<file path="config.mk">
export PLATFORM = sky130hd
export DESIGN_NAME = sleep_pd_ctrl
export DESIGN_NICKNAME = d
export VERILOG_FILES = /design/src/rtl/sleep_pd_pkg.sv /design/src/rtl/spd_watchdog.sv /design/src/rtl/spd_exit_arb.sv /design/src/rtl/spd_fsm.sv /design/src/rtl/sleep_pd_ctrl.sv
export SDC_FILE = /design/constraint.sdc
export NUM_CORES = 1
export LEC_CHECK = 0
export ABC_AREA = 1
export BUFFER_PORTS_ARGS = -buffer_cell sky130_fd_sc_hd__buf_2
export CORE_MARGIN = 2
export CORE_UTILIZATION = 56
export DETAILED_ROUTE_END_ITERATION = 10
export HOLD_SLACK_MARGIN = 0.1
export PLACE_DENSITY = 0.77
export SKIP_LAST_GASP = 1
export SYNTH_ARGS = -nofsm -noshare
export SYNTH_HDL_FRONTEND = slang
export SYNTH_HIERARCHICAL = 1
export SYNTH_SLANG_ARGS = --single-unit
</file>
<file path="constraint.sdc">
create_clock -name clk -period 1.7 [get_ports clk]
set_input_delay 0.34 -clock clk [delete_from_list [all_inputs] [get_ports clk]]
set_output_delay 0.34 -clock clk [all_outputs]
set_load 0.03 [all_outputs]
</file>
<file path="src/rtl/sleep_pd_pkg.sv">
package sleep_pd_pkg;

    typedef enum logic [1:0] {
        ST_HOLD    = 2'd0,
        ST_RUN     = 2'd1,
        ST_SLEEP   = 2'd2,
        ST_RESTART = 2'd3
    } pd_state_e;

    typedef enum logic [1:0] {
        EX_NONE = 2'd0,
        EX_MCLR = 2'd1,
        EX_WDT  = 2'd2,
        EX_PIN  = 2'd3
    } exit_cause_e;

    typedef struct packed {
        logic to;
        logic pd;
    } pd_flags_t;

    localparam pd_flags_t FLAGS_RESET = '{to: 1'b1, pd: 1'b1};
    localparam pd_flags_t FLAGS_SLEEP = '{to: 1'b1, pd: 1'b0};

    // Fixed priority: external reset, then watchdog, then pin wakeup.
    function automatic exit_cause_e pick_exit(input logic mclr_n,
                                              input logic ovf,
                                              input logic wake);
        if (!mclr_n)   return EX_MCLR;
        else if (ovf)  return EX_WDT;
        else if (wake) return EX_PIN;
        else           return EX_NONE;
    endfunction

    function automatic logic state_halts(input pd_state_e st);
        return (st == ST_HOLD) || (st == ST_SLEEP);
    endfunction

endpackage

</file>
<file path="src/rtl/spd_watchdog.sv">
module spd_watchdog #(
    parameter int PRE_W = 2,
    parameter int CNT_W = 3
) (
    input  logic clk,
    input  logic clr,
    output logic ovf
);
    logic             tick;
    logic [CNT_W-1:0] cnt_q;
    logic             ovf_q;

    generate
        if (PRE_W > 0) begin : g_pre
            logic [PRE_W-1:0] pre_q;
            always_ff @(posedge clk) begin
                if (clr) pre_q <= '0;
                else     pre_q <= pre_q + 1'b1;
            end
            assign tick = &pre_q;
        end else begin : g_nopre
            assign tick = 1'b1;
        end
    endgenerate

    always_ff @(posedge clk) begin
        if (clr) begin
            cnt_q <= '0;
            ovf_q <= 1'b0;
        end else begin
            if (tick) cnt_q <= cnt_q + 1'b1;
            ovf_q <= tick && (&cnt_q);
        end
    end

    assign ovf = ovf_q;
endmodule

</file>
<file path="src/rtl/spd_exit_arb.sv">
module spd_exit_arb
    import sleep_pd_pkg::*;
(
    input  logic        mclr_n,
    input  logic        wdt_ovf,
    input  logic        wdt_en,
    input  logic        wake_req,
    output exit_cause_e cause
);
    always_comb begin
        cause = pick_exit(mclr_n, wdt_ovf && wdt_en, wake_req);
    end
endmodule

</file>
<file path="src/rtl/spd_fsm.sv">
module spd_fsm
    import sleep_pd_pkg::*;
(
    input  logic        clk,
    input  logic        rst,
    input  exit_cause_e cause,
    input  logic        sleep_exec,
    input  logic        sleep_en,
    output pd_state_e   state,
    output pd_flags_t   flags,
    output logic        accept
);
    pd_state_e state_q, state_d;
    pd_flags_t flags_q, flags_d;
    logic      acc_d;

    always_comb begin
        state_d = state_q;
        flags_d = flags_q;
        acc_d   = 1'b0;
        unique case (state_q)
            ST_HOLD:    state_d = ST_RESTART;
            ST_RUN: begin
                if (sleep_exec && sleep_en) begin
                    acc_d   = 1'b1;
                    state_d = ST_SLEEP;
                    flags_d = FLAGS_SLEEP;
                end
            end
            ST_SLEEP: begin
                if (cause == EX_WDT) begin
                    state_d    = ST_RESTART;
                    flags_d.to = 1'b0;
                end else if (cause == EX_PIN) begin
                    state_d = ST_RESTART;
                end
            end
            ST_RESTART: state_d = ST_RUN;
            default:    state_d = ST_HOLD;
        endcase
        if (cause == EX_MCLR) begin
            state_d = ST_HOLD;
            flags_d = FLAGS_RESET;
            acc_d   = 1'b0;
        end
        if (rst) acc_d = 1'b0;
    end

    always_ff @(posedge clk) begin
        if (rst) begin
            state_q <= ST_HOLD;
            flags_q <= FLAGS_RESET;
        end else begin
            state_q <= state_d;
            flags_q <= flags_d;
        end
    end

    assign state  = state_q;
    assign flags  = flags_q;
    assign accept = acc_d;
endmodule

</file>
<file path="src/rtl/sleep_pd_ctrl.sv">
module sleep_pd_ctrl
    import sleep_pd_pkg::*;
#(
    parameter int PRE_W = 10,
    parameter int CNT_W = 8
) (
    input  logic clk,
    input  logic rst,
    input  logic mclr_n,
    input  logic sleep_exec,
    input  logic sleep_en,
    input  logic wdt_en,
    input  logic wake_req,
    output logic halt,
    output logic wdt_clr,
    output logic wdt_ovf,
    output logic to_flag,
    output logic pd_flag,
    output logic restart
);
    exit_cause_e cause;
    pd_state_e   state;
    pd_flags_t   flags;
    logic        accept;
    logic        ovf;
    logic        wd_clear;

    assign wd_clear = rst || !mclr_n || accept || !wdt_en;

    spd_watchdog #(.PRE_W(PRE_W), .CNT_W(CNT_W)) u_wdt (
        .clk (clk),
        .clr (wd_clear),
        .ovf (ovf)
    );

    spd_exit_arb u_arb (
        .mclr_n   (mclr_n),
        .wdt_ovf  (ovf),
        .wdt_en   (wdt_en),
        .wake_req (wake_req),
        .cause    (cause)
    );

    spd_fsm u_fsm (
        .clk        (clk),
        .rst        (rst),
        .cause      (cause),
        .sleep_exec (sleep_exec),
        .sleep_en   (sleep_en),
        .state      (state),
        .flags      (flags),
        .accept     (accept)
    );

    assign halt    = state_halts(state);
    assign restart = (state == ST_RESTART);
    assign wdt_clr = accept;
    assign wdt_ovf = ovf;
    assign to_flag = flags.to;
    assign pd_flag = flags.pd;
endmodule

</file>
==> impl.org <==
** Power and ir drop
- Tot Pwr :: roughly 0.88 mW
- Static Leak :: 0.636 nW
- Of the total power, registers draw a little over three fifths.
- VDD sags by at most around 720 uV.
- Clock power frac :: approximately 30%
- The share of total power dissipated in combinational logic is under 10%.
- P_sw :: 0.218 mW
- Total internal power :: roughly 0.66 mW
- Share of total power consumed by net switching :: between 20% and 30%
- In this run the power density over the cells is about 650 nW/um^2.

** Worst setup path
- Critical path's largest stage delay :: around 0.35 ns
- Max FO, Critical Path :: 3
- Traced cell by cell, the critical path runs through nand2_2 > a21oi_4 > inv_2 > nand2_2 > nand2_2 > nor2_4 > buf_6.
- The worst setup path is captured at a primary output.
- Critical path data arrival time :: ~1.4 ns
- Critical path data required time :: around 1.4 ns
- Kind of critical path :: flop to primary output
- Slowest cell on crit path :: sky130_fd_sc_hd__dfxtp_2
- The most numerous cell type found on the critical path is sky130_fd_sc_hd__nand2_2.
- Type of origin of the critical path :: flop

** Detailed routing
- The final route contains ~1,200 vias.
- The routed design has between 2 and 2.5 mm of wire.
- Detailed route wirelength on metal3 :: 107 um
- After detailed routing, the average wire length per cell comes to between 10 and 15 um.
- The detail route stage leaves a number of antenna-violating nets equal to 0.
- Initial DRC count :: 24
- Detail Route met2 WL :: roughly 1.1 mm
- In the routed design, unresolved DRC markers number 0.
- For this block, wires on met1 add up to around 1.1 mm.
- The first detailed-routing pass took 4 iterations.
- The detailed router used layers up to and including met4.
- In the routed layout, each cell is associated on average with a via count of roughly 5.

** Placed design
- The count of buffers added on input and output ports is 12.
- Estimated wirelength of the detail-placed design :: between 1.5 and 2 mm
- Routability-driven placement finished with a final weighted congestion of 0.819.

** Global route
- Pin count of the biggest net entering global routing :: 15
- The initial antenna violation count was 0.
- First-pass GRT wire length :: 4.02 mm
- Global routing used 21.1% of the available tracks across all layers.
- The number of global-route vias before repair was 967.
- After global routing the overflow that remains totals 0.

** STA
- Setup repair after global routing missed its margin :: true
- In this run the tightest slew margin relative to its limit is a little over four fifths.
- Final count of negative-setup-slack endpoints :: 0
- Final count of hold timing violations :: 0
- Final Critical Period :: between 1.5 and 2 ns
- Setup Skew :: between 0.002 and 0.003 ns
- Derived from the worst setup path, the maximum achievable clock frequency is a little under 600 MHz.
- The final count of pins violating max slew is 0.
- Of the available clock period, the critical path in the final layout requires between 90% and 100%.
- Setup total negative slack on the finished layout was measured at 0 ns.
- Worst-Margin Slew :: about 0.25 ns

** Finish
- 0 antenna diodes ended up in the layout.
- Sequential cell area :: ~460 um^2
- Share of the core filled with cells in the final layout :: about two thirds
- Filler Cell Count :: ~170
- Area used by multi-input combinational logic :: a little over 600 um^2
- Final net count :: 214
- Relative to the synthesized area, the layout overhead comes to 15.0%.
- Fraction of layout cells with a size suffix above 1 :: between 15 and 20%

** Floorplan
- Number of ports placed on the die boundary :: 13
- The die covers 2490 um^2.
- Standard-cell row count :: 16
- Initial core utilization :: 59.5%
- Core area :: between 1500 and 2000 um^2
- Die boundary width :: 49.9 um
- The die is 49.9 um tall.

** Logic synthesis
- Synthesis produced approximately 190 cells.
- After synthesis, the cell types taking the most area are sky130_fd_sc_hd__dfxtp_1, sky130_fd_sc_hd__nand2_1, sky130_fd_sc_hd__nor2_1.
- Number of nets produced by synthesis :: ~190
- Summed over all instances, the cell type with the most area after synthesis is sky130_fd_sc_hd__dfxtp_1.
- Sequential area share after synthesis :: between 30 and 40%
- Summed over its instances, the top area cell type makes up 39.1% of the synthesized netlist area.
- Post-synthesis area per instance :: ~6.4 um^2
- Total standard cell area after synthesis :: 1180 um^2
- Flip-flop and latch count after synthesis :: 23
- Yosys mapped the design onto 20 distinct sky130hd cell types.
- Number of warnings printed during yosys synthesis :: 6

** Clock tree
- Clock latency on the worst-skew pair, taken at its later pin, is 0.32 ns.
- Total CTS buffers :: 3
- CTS built an H-tree with a depth of 1.
- CTS placed an instance of sky130_fd_sc_hd__clkbuf_4 at the clock tree root.
- TritonCTS built the clock tree.
- Total clock sinks :: 23
- Number of buffers on the longest clock path :: 2
- Clock-pin slew was measured on the worst setup and hold paths at between 0.1 and 0.15 ns.

** Min path
- Type of the most critical hold path :: input pin to flop

** Status
- Status :: completed

** Flow run
- Max-cap violations in this run came to 0.
repair_timing:
item / CTS / global route
resized for setup: 4 / 4
pin swaps: 2 / 3
endpoints found under the setup margin: 1 / 2
buffers inserted: 1 / 2
hold buffers: 0 / 0
cells by family after synthesis:
logic type               synth area share [%]
AND/OR/NAND/NOR                          39.3
adder cells (fa/ha/maj)                  2.12
flip-flops                               39.1
buffers and inverters                    10.8
AO/OA/AOI/OAI                            8.71
through the flow:
| stage | hold WS, ns | instances | cell area, um^2 | worst slack (ns) |
|---|---|---|---|---|
| floorplan | 0.417 | 185 | 1190 | 0.0327 |
| global route | 0.246 | 231 | 1360 | -0.0648 |
| CTS | 0.242 | 229 | 1330 | 0.00430 |
| detailed placement | 0.435 | 224 | 1280 | -0.00777 |
| global placement | 0.427 | 224 | 1280 | 0.0821 |
| finish | 0.259 | 231 | 1360 | 0.00744 |
power by group through the flow:
stage	Clock (mW)	Sequential [mW]	Combinational, mW
after floorplan	0	0.561	0.0380
after global placement	0	0.561	0.0564
after detailed placement	0	0.562	0.0578
after CTS	0.274	0.550	0.0610
after global routing	0.288	0.551	0.0771
final	0.259	0.550	0.0704
placed cells by master (no fill, tap or decap):
cell type	n
sky130_fd_sc_hd__inv_1	27
sky130_fd_sc_hd__nor2_4	2
sky130_fd_sc_hd__clkinvlp_4	1
sky130_fd_sc_hd__a21oi_2	1
sky130_fd_sc_hd__nand4_1	3
sky130_fd_sc_hd__nor2_2	2
sky130_fd_sc_hd__o21a_1	1
sky130_fd_sc_hd__a21oi_1	9
sky130_fd_sc_hd__nand2_2	5
sky130_fd_sc_hd__nor2_1	30
sky130_fd_sc_hd__nand2_1	52
sky130_fd_sc_hd__dfxtp_1	22
sky130_fd_sc_hd__buf_2	11
sky130_fd_sc_hd__inv_2	3
sky130_fd_sc_hd__clkbuf_4	3
sky130_fd_sc_hd__a21boi_0	1
sky130_fd_sc_hd__a21oi_4	1
sky130_fd_sc_hd__nand3_1	12
sky130_fd_sc_hd__buf_4	5
sky130_fd_sc_hd__buf_6	1
sky130_fd_sc_hd__dfxtp_2	1
sky130_fd_sc_hd__nor3_1	3
sky130_fd_sc_hd__ha_1	2
sky130_fd_sc_hd__o21ai_0	5
sky130_fd_sc_hd__nand3_2	1
area by class of cell:
class	count	area share, %
Clock buffer	3	1.66
Clock inverter	1	0.554
Inverter	30	8.31
Multi-Input combinational cell	130	45.2
Sequential cell	23	34.1
Tap cell	27	2.49
Timing Repair Buffer	17	7.66
worst max-delay path: cells and delay by family, from the launching register on:
| family | cells | cell delay [ns] |
|---|---|---|
| simple gates | 4 | 0.34 |
| compound gates | 1 | 0.14 |
| flops | 1 | 0.35 |
| buf+inv | 2 | 0.21 |
Yosys cell counts:
| library cell | count |
|---|---|
| sky130_fd_sc_hd__o21ai_0 | 5 |
| sky130_fd_sc_hd__clkbuf_1 | 1 |
| sky130_fd_sc_hd__nor2_2 | 2 |
| sky130_fd_sc_hd__nand4_1 | 3 |
| sky130_fd_sc_hd__o21a_1 | 1 |
| sky130_fd_sc_hd__nor2_1 | 31 |
| sky130_fd_sc_hd__nor3_1 | 3 |
| sky130_fd_sc_hd__nand3_2 | 1 |
| sky130_fd_sc_hd__dfxtp_1 | 23 |
| sky130_fd_sc_hd__inv_2 | 1 |
| sky130_fd_sc_hd__nand2_2 | 2 |
| sky130_fd_sc_hd__nand3_1 | 12 |
| sky130_fd_sc_hd__a21oi_2 | 2 |
| sky130_fd_sc_hd__nor2_4 | 1 |
| sky130_fd_sc_hd__inv_1 | 29 |
| sky130_fd_sc_hd__a21oi_1 | 9 |
| sky130_fd_sc_hd__buf_6 | 1 |
| sky130_fd_sc_hd__nand2_1 | 55 |
| sky130_fd_sc_hd__a21boi_0 | 1 |
| sky130_fd_sc_hd__ha_1 | 2 |
final timing paths:
check,slack (ns),depth (start not counted),start,end
worst max register to register,0.22,11,u_wdt/ovf$_SDFF_PP0_,u_wdt/g_pre.pre_q[7]$_SDFF_PP0_
worst min-delay path,0.26,3,rst,u_fsm/flags[0]$_SDFFE_PP1P_
worst min register to register,0.45,1,u_wdt/g_pre.pre_q[0]$_SDFF_PP0_,u_wdt/g_pre.pre_q[0]$_SDFF_PP0_
worst max-delay path,0.007,7,u_wdt/ovf$_SDFF_PP0_,wdt_clr
registers in the layout, summed over array words and instances (netlist names):
register	count
u_wdt/g_pre.pre_q	10
u_wdt/cnt_q	8
u_fsm/flags	2
u_fsm/state	2
u_wdt/ovf	1
metal layers:
metal	vias up	global-route usage, %
li1	606	-
met1	509	27.5
met2	35	34.7
met3	4	1.82
met4	0	11.1
met5	-	0
No activity file was read; power rests on OpenSTA's default activity.
